File: src/rtl/fracn_pkg.sv
package fracn_pkg;
  typedef enum logic {
    MOD_BASE = 1'b0,
    MOD_PLUS = 1'b1
  } mod_e;
endpackage

File: src/rtl/fracn_phase_acc.sv
module fracn_phase_acc #(
  parameter int unsigned ACC_W = 4
) (
  input  logic                clk_i,
  input  logic                rst_ni,
  input  logic                step_i,
  input  logic [ACC_W-1:0]    k_i,
  output fracn_pkg::mod_e     mod_nxt_o,
  output fracn_pkg::mod_e     mod_o
);
  localparam int unsigned SUM_W = ACC_W + 1;

  logic [ACC_W-1:0] phase_q;
  logic [SUM_W-1:0] sum;
  fracn_pkg::mod_e  mod_q;

  assign sum       = {1'b0, phase_q} + {1'b0, k_i};
  assign mod_nxt_o = fracn_pkg::mod_e'(sum[ACC_W]);
  assign mod_o     = mod_q;

  always_ff @(posedge clk_i or negedge rst_ni) begin
    if (!rst_ni) begin
      phase_q <= '0;
      mod_q   <= fracn_pkg::MOD_BASE;
    end else if (step_i) begin
      phase_q <= sum[ACC_W-1:0];
      mod_q   <= mod_nxt_o;
    end
  end
endmodule

File: src/rtl/fracn_ratio_sel.sv
module fracn_ratio_sel #(
  parameter int unsigned P_W = 6
) (
  input  logic [P_W-1:0]   p_i,
  input  fracn_pkg::mod_e  mod_i,
  output logic [P_W:0]     ratio_o
);
  assign ratio_o = {1'b0, p_i} + (P_W+1)'(mod_i == fracn_pkg::MOD_PLUS);
endmodule

File: src/rtl/fracn_dm_counter.sv
module fracn_dm_counter #(
  parameter int unsigned CNT_W = 7
) (
  input  logic             clk_i,
  input  logic             rst_ni,
  input  logic [CNT_W-1:0] load_i,
  output logic             tick_o
);
  logic [CNT_W-1:0] cnt_q;

  assign tick_o = (cnt_q == CNT_W'(1));

  // reset value 1 gives a one-clock start-up cycle
  always_ff @(posedge clk_i or negedge rst_ni) begin
    if (!rst_ni)     cnt_q <= CNT_W'(1);
    else if (tick_o) cnt_q <= load_i;
    else             cnt_q <= cnt_q - CNT_W'(1);
  end
endmodule

File: src/rtl/fracn_mod_ctrl.sv
module fracn_mod_ctrl #(
  parameter int unsigned ACC_W = 4,
  parameter int unsigned P_W   = 6
) (
  input  logic             clk_i,
  input  logic             rst_ni,
  input  logic [ACC_W-1:0] k_i,
  input  logic [P_W-1:0]   p_i,
  output logic             mod_sel_o,
  output logic [P_W:0]     div_val_o,
  output logic             div_pulse_o
);
  localparam int unsigned CNT_W = P_W + 1;

  fracn_pkg::mod_e  mod_nxt, mod_cur;
  logic             tick;
  logic [P_W-1:0]   p_q;
  logic [CNT_W-1:0] load_val;

  fracn_phase_acc #(.ACC_W(ACC_W)) u_acc (
    .clk_i     (clk_i),
    .rst_ni    (rst_ni),
    .step_i    (tick),
    .k_i       (k_i),
    .mod_nxt_o (mod_nxt),
    .mod_o     (mod_cur)
  );

  // ratio for the cycle about to open, and for the cycle in force
  fracn_ratio_sel #(.P_W(P_W)) u_load_sel (
    .p_i     (p_i),
    .mod_i   (mod_nxt),
    .ratio_o (load_val)
  );

  fracn_ratio_sel #(.P_W(P_W)) u_cur_sel (
    .p_i     (p_q),
    .mod_i   (mod_cur),
    .ratio_o (div_val_o)
  );

  fracn_dm_counter #(.CNT_W(CNT_W)) u_cnt (
    .clk_i  (clk_i),
    .rst_ni (rst_ni),
    .load_i (load_val),
    .tick_o (tick)
  );

  // reset to 1 so div_val_o matches the start-up cycle length
  always_ff @(posedge clk_i or negedge rst_ni) begin
    if (!rst_ni)   p_q <= P_W'(1);
    else if (tick) p_q <= p_i;
  end

  assign mod_sel_o   = (mod_cur == fracn_pkg::MOD_PLUS);
  assign div_pulse_o = tick;
endmodule

File: config.mk
export PLATFORM = sky130hd
export DESIGN_NAME = fracn_mod_ctrl
export DESIGN_NICKNAME = d
export VERILOG_FILES = /design/src/rtl/fracn_pkg.sv /design/src/rtl/fracn_phase_acc.sv /design/src/rtl/fracn_ratio_sel.sv /design/src/rtl/fracn_dm_counter.sv /design/src/rtl/fracn_mod_ctrl.sv
export SDC_FILE = /design/constraint.sdc
export NUM_CORES = 1
export LEC_CHECK = 0
export CORE_AREA = 2 2 51 53
export DETAILED_ROUTE_END_ITERATION = 12
export DIE_AREA = 0 0 53 55
export MAX_ROUTING_LAYER = met4
export PLACE_DENSITY = 0.85
export SLEW_MARGIN = 20
export SYNTH_ARGS = -nofsm -noshare
export SYNTH_HDL_FRONTEND = slang
export SYNTH_HIERARCHICAL = 1
export SYNTH_SLANG_ARGS = --single-unit
File: constraint.sdc
create_clock -name clk_i -period 2.87 [get_ports clk_i]
set_input_delay 0.574 -clock clk_i [delete_from_list [all_inputs] [get_ports clk_i]]
set_output_delay 0.574 -clock clk_i [all_outputs]
set_load 0.005 [all_outputs]
---- Word level (Yosys, flattened, before mapping) ----
Cells that the tools add are included.
word-level totals
  flip-flop bits (word level) ............. 18
  bits in latches ......................... 0
  memory bits (writable) .................. 0
  memory bits (read-only) ................. 0
  input bits .............................. 12
  output and inout port bits .............. 9
  word-level logic and storage cells ...... 10
  memories kept ........................... 0
cells by class
  add/sub/neg operators ................... 4
  $mul .................................... 0
  divide/modulo/power cells ............... 0
  $lt $le $gt $ge ......................... 0
  equality and inequality tests ........... 1
  shift-type cells ........................ 0
  mux-type cells .......................... 1
  bitwise gates (word level) .............. 0
  reductions and logical operators ........ 0
operators with widths
  operator                                          number
  adder 6 x 1 -> 7 bit                              2
  == test 7 x 1 -> 1 bit, second input constant     1
  two-way mux 7 bit                                 1
  subtractor 7 x 1 -> 7 bit, second input constant  1
  adder 4 x 4 -> 5 bit                              1

---- Longest topological paths before layout ----
Gate-level depths: netlist (run 1).
  word-level depth ........................ 3
  depth in mapped cells ................... 13
  mapped depth without buffers ............ 13

---- Cells and area by module ----
Netlist (run 1), hierarchy kept.
by module, submodules not included
  module            instances  cells an instance  area an instance (µm²)  sequential area each (µm²)
  fracn_dm_counter  1          40                 395.4                   176.4
  fracn_phase_acc   1          32                 345.3                   125.1
  fracn_mod_ctrl    1          13                 252.7                   151.4
  fracn_ratio_sel   2          12                 88.8                    0.0

---- Least setup slack after synthesis (run 1) ----
No wires, ideal clock.
  path type ............................... input to register
  start ................................... input port k_i[0]
  end ..................................... register u_cnt.cnt_q[4]
  library setup time ...................... 0.124 ns
  arrival time ............................ 2.179 ns
  required time ........................... 2.746 ns
  path slack .............................. 0.567 ns
  cell stages on the path ................. 12
  buffers on the path ..................... 0
  cell sequence ........................... ha_1 -> inv_1 -> fa_1 -> nor2b_1 -> o21ai_1 -> nand2_1 -> ha_1 -> ha_1 -> nand3_1 -> xnor2_1 -> nor3_1 -> a21oi_1
between the ends
  cells in the longest elaborated chain, start to end .. 3
ends and longest elaborated chain
  what                    RTL line                RTL
  start: declaration      fracn_mod_ctrl.sv:7     input logic [ACC_W-1:0] k_i,
  adder 4 x 4 -> 5 bit    fracn_phase_acc.sv:17   assign sum = {1'b0, phase_q} + {1'b0, k_i};
  named net mod_nxt       fracn_mod_ctrl.sv:15    fracn_pkg::mod_e mod_nxt, mod_cur;
  adder 6 x 1 -> 7 bit    fracn_ratio_sel.sv:8    assign ratio_o = {1'b0, p_i} + (P_W+1)'(mod_i == fracn_pkg::MOD_PLUS);
  named net load_val[4]   fracn_mod_ctrl.sv:18    logic [CNT_W-1:0] load_val;
  two-way mux 7 bit       fracn_dm_counter.sv:16  else if (tick_o) cnt_q <= load_i;
  end signal: assignment  fracn_dm_counter.sv:16
  end signal: assignment  fracn_dm_counter.sv:17  else cnt_q <= cnt_q - CNT_W'(1);
  end: declaration        fracn_dm_counter.sv:9   logic [CNT_W-1:0] cnt_q;
The timed path passes the listed nets, and every way through them passes these cells.
A chain may end at the register's enable or synchronous reset.

---- Final worst setup path (run 1) ----
  start ................................... register u_cnt.cnt_q[4]
  end ..................................... output port div_pulse_o
between the ends
  cells in the longest elaborated chain, start to end .. 1
ends and longest elaborated chain
  what                    RTL line                RTL
  == test 7 x 1 -> 1 bit  fracn_dm_counter.sv:11  assign tick_o = (cnt_q == CNT_W'(1));
  end: declaration        fracn_mod_ctrl.sv:11    output logic div_pulse_o
Every way passes these cells.

==> results of run 1 <==
==> critical path, stage by stage, from the launching register on <==
cell and delay [ns]:
dfrtp_1 0.44, or4_4 0.59, or2_0 0.27, inv_1 0.08, clkdlybuf4s50_1 0.50
==> kinds of logic after synthesis <==
kind of cell,count (synthesis),synth area share
adders and majority gates,11,0.124
xor gates and xnor gates,12,0.0898
AOI/OAI and AO/OA,13,0.0684
buffers and inverters,12,0.0588
and+or+nand+nor,33,0.159
muxes,10,0.113
DFF,18,0.387
==> per-stage QoR <==
step                hold WS (ns)  setup WS (ns)  setup TNS, ns
global placement           0.494        -0.0109        -0.0109
floorplan                  0.278          0.567              0
finish                     0.533          0.124              0
detailed placement         0.515        -0.0793         -0.130
global route               0.563         0.0349              0
CTS                        0.541          0.119              0
==> where the power goes <==
part / internal (mW) / total [mW] / switching, mW
Clock: 0.0773 / 0.159 / 0.0816
Combinational: 0.358 / 0.597 / 0.240
Sequential: 0.380 / 0.489 / 0.109
Total: 0.815 / 1.25 / 0.430
==> routing by layer <==
layer | GRT usage | routed length (um)
met4 | 0.137 | 85
met1 | 0.195 | 981
met5 | - | 0
met3 | 0.0296 | 95
met2 | 0.315 | 1130
==> layout by cell type (no fill, tap or decap) <==
master / instances
or4_4: 1
xnor2_1: 9
ha_1: 10
clkbuf_8: 1
clkdlybuf4s50_1: 20
fa_1: 1
inv_1: 8
or2_0: 1
buf_4: 4
xor2_1: 3
or3_1: 1
mux2_4: 6
and3_1: 2
nand4b_1: 1
or4_1: 1
nand2_1: 4
mux2i_1: 2
o22a_1: 1
nand3_1: 7
nor2b_1: 2
nor2_1: 4
nand2b_1: 1
a311oi_1: 1
mux2_2: 2
a21oi_1: 6
a31oi_1: 2
and4bb_1: 1
dfrtp_1: 16
o211ai_1: 1
clkbuf_4: 3
nor3_1: 6
nor3b_1: 1
dfstp_2: 2
o21ai_1: 1
o31ai_1: 1
==> cell type report <==
cell class	count	area (um2)
clock buffers	4	36.3
fillers	205	928
inverters	8	30.0
multi-input cells	79	649
flip-flops and latches	18	453
well taps	30	37.5
repair buffers	24	230
==> Yosys cell counts <==
cell type,instances,area [um2]
dfrtp_1,16,400
ha_1,10,125
xnor2_1,9,78.8
inv_1,8,30.0
nand3_1,7,35.0
a21oi_1,6,30.0
mux2_4,6,90.1
nor3_1,6,30.0
nand2_1,4,15.0
nor2_1,4,15.0
buf_6,3,33.8
xor2_1,3,26.3
a31oi_1,2,12.5
and3_1,2,12.5
dfstp_2,2,52.6
mux2_2,2,22.5
mux2i_1,2,20.0
nor2b_1,2,12.5
a311oi_1,1,8.76
and4bb_1,1,12.5
buf_2,1,5.00
fa_1,1,20.0
nand2b_1,1,6.26
nand4b_1,1,8.76
nor3b_1,1,7.51
o211ai_1,1,7.51
o21ai_1,1,5.00
o22a_1,1,8.76
o31ai_1,1,7.51
or2_0,1,6.26
or3_1,1,6.26
or4_1,1,7.51
or4_4,1,11.3
==> state kept, by name, indices dropped and copies added, names as in the netlist <==
register and count:
p_q 6, u_cnt/cnt_q 7, u_acc/mod_o 1, u_acc/phase_q 4
==> final timing paths <==
kind	slack, ns	end	depth (start not counted)	startpoint
max reg2reg	0.62	u_cnt/cnt_q[4]$_DFF_PN0_	12	u_acc/phase_q[0]$_DFFE_PN0P_
min in group asynchronous	0.74	p_q[4]$_DFFE_PN0P_	1	rst_ni
max in group asynchronous	1.62	u_cnt/cnt_q[6]$_DFF_PN0_	1	rst_ni
min reg2reg	0.53	u_acc/phase_q[2]$_DFFE_PN0P_	1	u_acc/phase_q[2]$_DFFE_PN0P_
min	0.53	u_acc/phase_q[2]$_DFFE_PN0P_	1	u_acc/phase_q[2]$_DFFE_PN0P_
max	0.12	div_pulse_o	4	u_cnt/cnt_q[4]$_DFF_PN0_
==> impl_metrics.yaml, run 1 <==
run_status:
  outcome: "completed"
synth:
  yosysWarnings: 6
  avgSynthCellArea_um2: 10.7
  syn-cell-area_um2: 1170
  synth_cell_types: 33
  seq_area_frac_synth: 0.387
  syn-num-nets: 132
  synth_seq_cells: 18
  syn_inst: 109
sta:
  fmax_mhz: 364
  finalHoldViolCount: 0
  rsz0062_at_grt: "false"
  finalSetupViolations: 0
  period_minus_slack_ns: 2.75
  slew_violations: 0
  skew_ns: 0.00873
  maxSlewHeadroom: 0.450
  worst_pin_slew_ns: 0.822
  fin_crit_sh: 0.957
clocking:
  cts_buffers: 3
  clockBufferDepth: 2
  clk_pin_slew_worst_paths_ns: 0.11
  cts-root-buf: "clkbuf_4"
  cts_setup_buffers: 0
  cts_resized: 0
  cts.sinks: 18
  insertion_delay_ns: 0.30
  cts_hold_buffers: 0
  cts_tree: "yes"
  cts-htree-levels: 1
floorplanning:
  die_x_um: 53
  num_rows: 18
  die_h_um: 55
  initial_core_util: 0.495
  core_um2: 2360
  die-area_um2: 2920
  pin_count: 21
cells_and_area:
  syn2layout_area_growth_pct: 22.6
  fin_cells: 163
  drive_above_1_share: 0.143
  num-nets-final: 157
  diodes: 0
  stdcell_area_um2: 1440
  utilization: 0.607
routing:
  first_pass_iters: 4
  route.vias.total: 889
  drc: 0
  viasPerCell: 5.45
  routedWlPerCell_um: 14.1
  antenna_left: 0
  wirelength_um: 2300
  drt_first_iter_violations: 15
grt:
  overflow: 0
  first_global_vias: 900
  grt_pass1_wl_um: 3690
  grt_max_degree: 19
  antenna_found_initial: 0
  track_usage: 0.184
placed_design:
  routabilityCongestion: 0.838
  dp.cells: 159
  portBuffers: 20
  dpl.hpwl_um: 1760
  dpl_cell_area_um2: 1400
power_and_ir_drop:
  power.density_nw_per_um2: 867
  p_leak_nw: 0.626
  total_power_mw: 1.25
  irDropWorstVdd_v: 0.000539
worst_setup_path:
  path_max_fanout: 9
  cp-start-kind: "register"
  crit_path_end_kind: "primary output"
  worstPathRequired_ns: 2.30
  crit_arrival_ns: 2.17
  criticalPathCategory: "reg -> out"
worst_hold_path:
  hold_path.class: "reg -> reg"
flow_run:
  maxCapViolCount: 0
(Power assumes the default switching activity.)
==> run 2, diff against run 1 <==
--- a/config.mk
+++ b/config.mk
@@ -9,7 +9,7 @@
 export DETAILED_ROUTE_END_ITERATION = 12
 export DIE_AREA = 0 0 53 55
 export MAX_ROUTING_LAYER = met4
-export PLACE_DENSITY = 0.85
+export PLACE_DENSITY = 0.76
 export SLEW_MARGIN = 20
 export SYNTH_ARGS = -nofsm -noshare
 export SYNTH_HDL_FRONTEND = slang
==> impl_metrics.yaml, run 2 (synthesis gave the netlist of run 1 again) <==
cells_and_area:
  diodes: 0
  mostFrequentLayoutCells: "clkdlybuf4s50_1, dfrtp_1, ha_1"
  reg_top3: "u_cnt/cnt_q (7), p_q (6), u_acc/phase_q (4)"
  utilization: 0.611
  num-nets-final: 158
  top_register: "u_cnt/cnt_q"
  drive_above_1_share: 0.149
  syn2layout_area_growth_pct: 23.3
  layout_commonest_cell: "clkdlybuf4s50_1"
  largest_reg_flops: 7
  fin_cells: 164
  stdcell_area_um2: 1440
clocking:
  cts_setup_buffers: 0
  clockBufferDepth: 2
  cts.sinks: 18
  cts_hold_buffers: 0
  cts_buffers: 3
  cts_resized: 0
  cts-htree-levels: 1
  clk_pin_slew_worst_paths_ns: 0.11
  insertion_delay_ns: 0.29
  cts-root-buf: "clkbuf_4"
  cts_tree: "yes"
power_and_ir_drop:
  total_power_mw: 1.24
  p_seq_frac: 0.393
  switchingPower_mw: 0.424
  power_frac_comb: 0.480
  switching_share: 0.341
  p_leak_nw: 0.631
  irDropWorstVdd_v: 0.000436
  power.density_nw_per_um2: 860
  p_clk_frac: 0.128
  internal_power_mw: 0.819
grt:
  first_global_vias: 843
  grt_pass1_wl_um: 3750
  grt_max_degree: 19
  overflow: 0
  track_usage: 0.183
  antenna_found_initial: 0
placed_design:
  dpl.hpwl_um: 1710
  dpl_cell_area_um2: 1410
  routabilityCongestion: 0.810
  pre_cts_ws_ns: -0.0725
  portBuffers: 20
  dp.cells: 160
floorplanning:
  initial_core_util: 0.495
  num_rows: 18
  die-area_um2: 2920
  die_x_um: 53
  pin_count: 21
  core_um2: 2360
  die_h_um: 55
worst_setup_path:
  cp-start-kind: "register"
  crit_arrival_ns: 2.18
  crit_path_end_kind: "primary output"
  path_max_fanout: 9
  worstPathRequired_ns: 2.30
  criticalPathCategory: "reg -> out"
sta:
  slew_violations: 0
  finalHoldViolCount: 0
  fin_ws_ns: 0.113
  whs_ns: 0.523
  worst_pin_slew_ns: 0.842
  finalSetupViolations: 0
  maxSlewHeadroom: 0.437
  fin_crit_sh: 0.961
  period_minus_slack_ns: 2.76
  skew_ns: 0.000402
  setup_tns_ns: 0
  fmax_mhz: 363
  rsz0062_at_grt: "false"
routing:
  antenna_left: 0
  drt_first_iter_violations: 10
  routedWlPerCell_um: 13.8
  drc: 0
  wirelength_um: 2270
  first_pass_iters: 4
  viasPerCell: 5.43
  route.vias.total: 890
flow_run:
  maxCapViolCount: 0
worst_hold_path:
  hold_path.class: "reg -> reg"
run_status:
  outcome: "completed"
## run 2: critical path: stages, from the launching register on
cell             delay, ns
dfrtp_1               0.44
or4_4                 0.59
or2_0                 0.26
inv_1                 0.09
clkdlybuf4s50_1       0.50
## run 2: area by class of cell
cell class,instances,area [um2]
Timing Repair Buffer,25,238
Fill cell,201,921
Multi-Input combinational cell,79,649
Inverter,8,30.0
Clock buffer,4,36.3
Tap cell,30,37.5
Sequential cell,18,453
## run 2: final timing paths
path                                         startpoint                           end  slack (ns)  depth (start not counted)
max                            u_cnt/cnt_q[4]$_DFF_PN0_                   div_pulse_o        0.11                          4
max in group asynchronous                        rst_ni      u_cnt/cnt_q[1]$_DFF_PN0_        1.60                          1
max reg2reg                u_acc/phase_q[0]$_DFFE_PN0P_      u_cnt/cnt_q[4]$_DFF_PN0_        0.64                         12
min                        u_acc/phase_q[2]$_DFFE_PN0P_  u_acc/phase_q[2]$_DFFE_PN0P_        0.52                          1
min in group asynchronous                        rst_ni            p_q[1]$_DFFE_PN0P_        0.75                          1
min reg2reg                u_acc/phase_q[2]$_DFFE_PN0P_  u_acc/phase_q[2]$_DFFE_PN0P_        0.52                          1
## run 2: power groups by stage
stage               Combinational, mW  Sequential (mW)  Clock [mW]
global route                    0.669            0.505       0.177
floorplan                       0.401            0.463           0
global placement                0.582            0.481           0
finish                          0.596            0.488       0.159
detailed placement              0.603            0.489           0
CTS                             0.605            0.485       0.170
## run 2: layer usage
layer	wire (um)	up-vias	global-route usage
li1	-	437	-
met1	940	432	0.205
met2	1200	19	0.315
met3	104	2	0.0349
met4	15	0	0.0940
met5	0	-	-
